===== config.mk =====
export PLATFORM = sky130hd
export DESIGN_NAME = dma_chan_ctrl
export DESIGN_NICKNAME = d
export VERILOG_FILES = /design/src/rtl/dma_chan_pkg.sv /design/src/rtl/dma_chan_cmd_chk.sv /design/src/rtl/dma_chan_cfg.sv /design/src/rtl/dma_chan_ctrl.sv
export SDC_FILE = /design/constraint.sdc
export NUM_CORES = 1
export LEC_CHECK = 0
export ABC_AREA = 1
export BUFFER_PORTS_ARGS = -buffer_cell sky130_fd_sc_hd__buf_2
export CORE_ASPECT_RATIO = 2
export CORE_MARGIN = 8
export CORE_UTILIZATION = 25
export DETAILED_ROUTE_END_ITERATION = 8
export MAX_ROUTING_LAYER = met4
export PLACE_DENSITY_LB_ADDON = 0.15
export SETUP_SLACK_MARGIN = 0.02
export SLEW_MARGIN = 40
export SYNTH_ARGS = -nofsm -noshare
export SYNTH_HDL_FRONTEND = slang
export SYNTH_SLANG_ARGS = --single-unit

===== constraint.sdc =====
create_clock -name clk -period 1.4 [get_ports clk]
set_input_delay 0.35 -clock clk [delete_from_list [all_inputs] [get_ports clk]]
set_output_delay 0.35 -clock clk [all_outputs]
set_load 0.03 [all_outputs]

===== src/rtl/dma_chan_pkg.sv =====
package dma_chan_pkg;

    typedef enum logic [1:0] {
        ST_IDLE   = 2'b00,
        ST_ACTIVE = 2'b01,
        ST_PAUSED = 2'b10
    } chan_st_e;

    localparam int NCMD        = 4;
    localparam int CMD_START   = 0;
    localparam int CMD_STOP    = 1;
    localparam int CMD_PAUSE   = 2;
    localparam int CMD_RESTART = 3;

endpackage


===== src/rtl/dma_chan_cmd_chk.sv =====
module dma_chan_cmd_chk
    import dma_chan_pkg::*;
(
    input  logic [NCMD-1:0] cmd,
    input  chan_st_e        st,
    output logic            to_active,
    output logic            to_paused,
    output logic            to_idle,
    output logic            illegal
);

    logic multi;
    logic single;

    always_comb begin
        multi     = (cmd & (cmd - NCMD'(1))) != '0;
        single    = (cmd != '0) && !multi;
        to_active = 1'b0;
        to_paused = 1'b0;
        to_idle   = 1'b0;
        illegal   = multi;
        if (single) begin
            unique case (1'b1)
                cmd[CMD_START]: begin
                    if (st == ST_IDLE || st == ST_PAUSED) to_active = 1'b1;
                    else                                   illegal   = 1'b1;
                end
                cmd[CMD_STOP]: begin
                    // stop while idle is a harmless no-op
                    if (st == ST_ACTIVE)    to_idle = 1'b1;
                    else if (st != ST_IDLE) illegal = 1'b1;
                end
                cmd[CMD_PAUSE]: begin
                    if (st == ST_ACTIVE) to_paused = 1'b1;
                    else                 illegal   = 1'b1;
                end
                cmd[CMD_RESTART]: begin
                    if (st == ST_PAUSED) to_active = 1'b1;
                    else                 illegal   = 1'b1;
                end
                default: illegal = 1'b1;
            endcase
        end
    end

endmodule


===== src/rtl/dma_chan_cfg.sv =====
module dma_chan_cfg #(
    parameter int MODE_W    = 3,
    parameter int BURST_W   = 3,
    parameter int BURST_RST = 4,
    localparam int CFG_W    = 2*BURST_W + 1 + MODE_W
) (
    input  logic              clk,
    input  logic              rst_n,
    input  logic              cfg_we,
    input  logic [CFG_W-1:0]  cfg_wdata,
    input  logic              mode_we,
    input  logic [MODE_W-1:0] mode_wdata,
    input  logic              chan_busy,
    output logic [CFG_W-1:0]  cfg_o
);

    localparam logic [CFG_W-1:0] CFG_RST =
        {BURST_W'(BURST_RST), BURST_W'(BURST_RST), 1'b1, {MODE_W{1'b0}}};

    logic [CFG_W-1:0] cfg_d, cfg_q;

    always_comb begin
        cfg_d = cfg_q;
        if (cfg_we)
            cfg_d[CFG_W-1:MODE_W] = cfg_wdata[CFG_W-1:MODE_W];
        if (mode_we && !chan_busy)
            cfg_d[MODE_W-1:0] = mode_wdata;
    end

    always_ff @(posedge clk or negedge rst_n) begin
        if (!rst_n) cfg_q <= CFG_RST;
        else        cfg_q <= cfg_d;
    end

    assign cfg_o = cfg_q;

    assert_cfg_keeps_mode_R11: assert property (@(posedge clk) disable iff (!rst_n)
        (cfg_we && !mode_we) |=> ($stable(cfg_q[MODE_W-1:0]) &&
            cfg_q[CFG_W-1:MODE_W] == $past(cfg_wdata[CFG_W-1:MODE_W])));

    assert_mode_locked_R12: assert property (@(posedge clk) disable iff (!rst_n)
        (mode_we && chan_busy) |=> $stable(cfg_q[MODE_W-1:0]));

    assert_mode_load_R12: assert property (@(posedge clk) disable iff (!rst_n)
        (mode_we && !chan_busy) |=> cfg_q[MODE_W-1:0] == $past(mode_wdata));

endmodule


===== src/rtl/dma_chan_ctrl.sv =====
module dma_chan_ctrl
    import dma_chan_pkg::*;
#(
    parameter int MODE_W    = 3,
    parameter int BURST_W   = 3,
    parameter int BURST_RST = 4,
    localparam int CFG_W    = 2*BURST_W + 1 + MODE_W
) (
    input  logic              clk,
    input  logic              rst_n,
    input  logic [NCMD-1:0]   cmd,
    input  logic              xfer_done,
    input  logic              cfg_we,
    input  logic [CFG_W-1:0]  cfg_wdata,
    input  logic              mode_we,
    input  logic [MODE_W-1:0] mode_wdata,
    output logic [1:0]        status,
    output logic              cmd_err,
    output logic [CFG_W-1:0]  cfg_q
);

    typedef struct packed {
        chan_st_e st;
        logic     err;
    } ctrl_t;

    ctrl_t ctrl_d, ctrl_q;
    logic  to_active, to_paused, to_idle, illegal;
    logic  finish;

    dma_chan_cmd_chk u_chk (
        .cmd       (cmd),
        .st        (ctrl_q.st),
        .to_active (to_active),
        .to_paused (to_paused),
        .to_idle   (to_idle),
        .illegal   (illegal)
    );

    dma_chan_cfg #(
        .MODE_W    (MODE_W),
        .BURST_W   (BURST_W),
        .BURST_RST (BURST_RST)
    ) u_cfg (
        .clk        (clk),
        .rst_n      (rst_n),
        .cfg_we     (cfg_we),
        .cfg_wdata  (cfg_wdata),
        .mode_we    (mode_we),
        .mode_wdata (mode_wdata),
        .chan_busy  (ctrl_q.st == ST_ACTIVE),
        .cfg_o      (cfg_q)
    );

    assign finish = xfer_done && (ctrl_q.st == ST_ACTIVE);

    always_comb begin
        ctrl_d = ctrl_q;
        if (finish) begin
            // completion wins; a same-cycle command is dropped unflagged
            ctrl_d.st = ST_IDLE;
        end else begin
            if (to_active)      ctrl_d.st = ST_ACTIVE;
            else if (to_paused) ctrl_d.st = ST_PAUSED;
            else if (to_idle)   ctrl_d.st = ST_IDLE;
            if (illegal)        ctrl_d.err = 1'b1;
        end
    end

    always_ff @(posedge clk or negedge rst_n) begin
        if (!rst_n) ctrl_q <= '{st: ST_IDLE, err: 1'b0};
        else        ctrl_q <= ctrl_d;
    end

    assign status  = ctrl_q.st;
    assign cmd_err = ctrl_q.err;

    assert_status_code_R1: assert property (@(posedge clk) disable iff (!rst_n)
        status != 2'b11);

    assert_start_R2: assert property (@(posedge clk) disable iff (!rst_n)
        (cmd == 4'b0001 && !xfer_done && status != 2'b01) |=> status == 2'b01);

    assert_pause_R3: assert property (@(posedge clk) disable iff (!rst_n)
        (cmd == 4'b0100 && !xfer_done && status == 2'b01) |=> status == 2'b10);

    assert_restart_R4: assert property (@(posedge clk) disable iff (!rst_n)
        (cmd == 4'b1000 && status == 2'b10) |=> status == 2'b01);

    assert_stop_R5: assert property (@(posedge clk) disable iff (!rst_n)
        (cmd == 4'b0010 && !xfer_done && status == 2'b01) |=> status == 2'b00);

    assert_bad_pause_R6: assert property (@(posedge clk) disable iff (!rst_n)
        (cmd == 4'b0100 && status != 2'b01) |=> (cmd_err && status == $past(status)));

    assert_multi_R7: assert property (@(posedge clk) disable iff (!rst_n)
        ($countones(cmd) > 1 && !(xfer_done && status == 2'b01))
        |=> (cmd_err && status == $past(status)));

    assert_sticky_R8: assert property (@(posedge clk) disable iff (!rst_n)
        cmd_err |=> cmd_err);

    assert_done_R9: assert property (@(posedge clk) disable iff (!rst_n)
        (xfer_done && status == 2'b01) |=> status == 2'b00);

endmodule


==> results.sh <==
export IMPL_status="complete, no violations"
export IMPL_syn_avg_cell_area_sq_um=10.49
export IMPL_synth_seq_cells=13
export IMPL_cts_setup_buffers=0
export IMPL_core_sq_um=2505
export IMPL_clk_latency_ns=0.24
export IMPL_hold_viol_final=0
export IMPL_slew_headroom_pct=81.05
export IMPL_grt_pass1_vias=608
export IMPL_grt_max_degree=14
export IMPL_cts_tree="yes"
export IMPL_crit_path_max_fanout=2
export IMPL_die_area_sq_um=4590
export IMPL_antenna_cells=0
export IMPL_synth_area_leaders="dfrtp_1 (38%), dfstp_2 (12%), mux2_2 (12%), nand2_1 (8.7%), mux2_4 (6.9%)"
export IMPL_slowest_stage="dfstp_2"
export IMPL_grt_pass1_wl_mm=2.525
export IMPL_rsz0062_at_grt="no"
export IMPL_critPathBufInv=1
export IMPL_drive_above_1_share_pct=61.86
export IMPL_antenna_found_initial=0
export IMPL_syn_inst=62
export IMPL_synthDistinctLibCells=18
export IMPL_cts_repair_resized=0
export IMPL_htreeDepth=1
export IMPL_cts_buffers=3
export IMPL_initial_core_util_pct=25.97
export IMPL_overflow=0
export IMPL_fin_area_sq_um=890.9
export IMPL_grtUsageTotal_pct=7.468
export IMPL_cts_root_buf="clkbuf_8"
export IMPL_max_stage_delay_ns=0.52
export IMPL_gp_congestion=0.6997
export IMPL_post_dp_hpwl_mm=1.319
export IMPL_wl_per_cell_microns=12.46
export IMPL_startpoint_type="flip-flop"
export IMPL_wl_mm=1.557
export IMPL_fp_dieW_microns=52.07
export IMPL_fmax_ghz=0.7725
export IMPL_clkTransAtPathRegs_ns=0.05
export IMPL_seq_area_frac_synth_pct=50.58
export IMPL_synth_top_area_share_pct=38.46
export IMPL_dr_pass1_iters=2
export IMPL_drt_iter0_markers=6
export IMPL_p_leak_uw=0.0004540
export IMPL_clock_sinks=13
export IMPL_via_per_inst=4.472
export IMPL_arrival_ns=0.94
export IMPL_syn_area_sq_um=650.6
export IMPL_drc=0
export IMPL_port_buffers=31
export IMPL_worstMarginPinSlew_ns=0.2842
export IMPL_vias=559
export IMPL_p_per_area_nw_per_um2=1675
export IMPL_worstSetupPathType="flip-flop to output pin"
export IMPL_cap_violations=0
export IMPL_fin_skew_ns=0.002719
export IMPL_critPathTopFamily="flip-flops"
export IMPL_fin_crit_ns=1.295
export IMPL_cp_required_ns=1.05
export IMPL_place_area_sq_um=835.8
export IMPL_yosysWarnings=0
export IMPL_end_kind="output pin"
export IMPL_peakVddDrop_mv=0.6487
export IMPL_ios=35
export IMPL_drtAntennaViolNets=0
export IMPL_yosys_area_top_type="dfrtp_1"
export IMPL_hold_class="input port to flip-flop"
export IMPL_area_delta_synth_final_pct=36.92
export IMPL_floorplan_rows=26
export IMPL_dieHeight_microns=88.15
export IMPL_path_cells="buf_2"
export IMPL_syn_num_nets=84
export IMPL_fin_nets=120
export IMPL_finalSetupTns_ns=0
export IMPL_finalMaxSlewViolations=0
export IMPL_clk_path_buf_depth=2
export IMPL_min_period_over_period_pct=92.47
export IMPL_setup_viol=0
report_power, final:
| group | internal [uW] | switching [uW] |
|---|---|---|
| Combinational | 235 | 390 |
| Sequential | 473 | 73.3 |
| Clock | 200 | 121 |
| Total | 908 | 585 |
final timing paths:
kind	start	endpoint	slack [ns]	depth (start not counted)
min reg2reg	cmd_err$_DFFE_PN0P_	cmd_err$_DFFE_PN0P_	0.46	2
min	mode_wdata[2]	u_cfg.cfg_o[2]$_DFFE_PN0P_	0.34	2
max reg2reg	status[1]$_DFFE_PN0P_	u_cfg.cfg_o[0]$_DFFE_PN0P_	0.26	4
min in group asynchronous	rst_n	u_cfg.cfg_o[4]$_DFFE_PN0P_	0.52	2
max	u_cfg.cfg_o[9]$_DFFE_PN1P_	cfg_q[9]	0.11	1
max in group asynchronous	rst_n	u_cfg.cfg_o[3]$_DFFE_PN1P_	0.60	2
placed cells by master, fill, tap and decap left out, drive strengths merged:
cell type and count:
nand2 21, clkbuf 4, inv 4, buf 31
nand3 4, a21boi 1, dfrtp 10, nor2 5
dfstp 3, dlygate4sd3 1, mux2 10, or2 1
a21oi 2
repair_timing:
| item | 4_1_cts | 5_1_grt |
|---|---|---|
| setup endpoints to repair | 0 | 0 |
| hold buffers | 1 | 0 |
| hold endpoints to repair | 10 | 0 |
per-stage QoR:
stage	total power [uW]	instances	setup slack, ns	hold WS (ns)	utilization [%]
floorplan	997.3	62	0.1747	0.05441	-
global placement	1173	120	0.2577	0.2469	33.37
detailed placement	1181	120	0.2283	0.2510	33.37
CTS	1518	125	0.09052	0.3334	35.56
global route	1594	125	0.06672	0.3377	35.56
finish	1492	125	0.1055	0.3415	35.56
cells in the mapped netlist, drive strengths merged:
cell type,instances
inv,4
dfstp,3
a21oi,2
nor2,5
mux2,10
nand2,21
a21boi,1
dfrtp,10
nand3,4
buf,1
or2,1
flip-flops by register name (all words and copies together), names as in the netlist:
register and cells:
cmd_err 1, status 2, u_cfg.cfg_o 10
area by class of cell:
class                           instances  area (sq um)
Clock buffer                            4         45.04
Inverter                                4         15.01
Fill cell                             250          1614
Timing Repair Buffer                   32         165.2
Multi-Input combinational cell         44         301.5
Tap cell                               28         35.03
Sequential cell                        13         329.1
cell families after synthesis:
family / synth area share (%)
AO/OA/AOI/OAI: 3.269
buffers and inverters: 3.077
flip-flops: 50.58
multiplexers: 19.04
AND/OR/NAND/NOR: 24.04
routing by layer:
metal / wire length (microns) / part of all wire [%] / vias up / global-route usage [%]
met1: 577 / 37 / 264 / 6.931
met4: 26 / 1.7 / 0 / 5.839
met5: 0 / 0 / - / -
met3: 123 / 7.9 / 2 / 1.531
met2: 830 / 53 / 20 / 12.64
li1: - / - / 273 / -
Note: power is estimated with default switching activity, not from simulation.
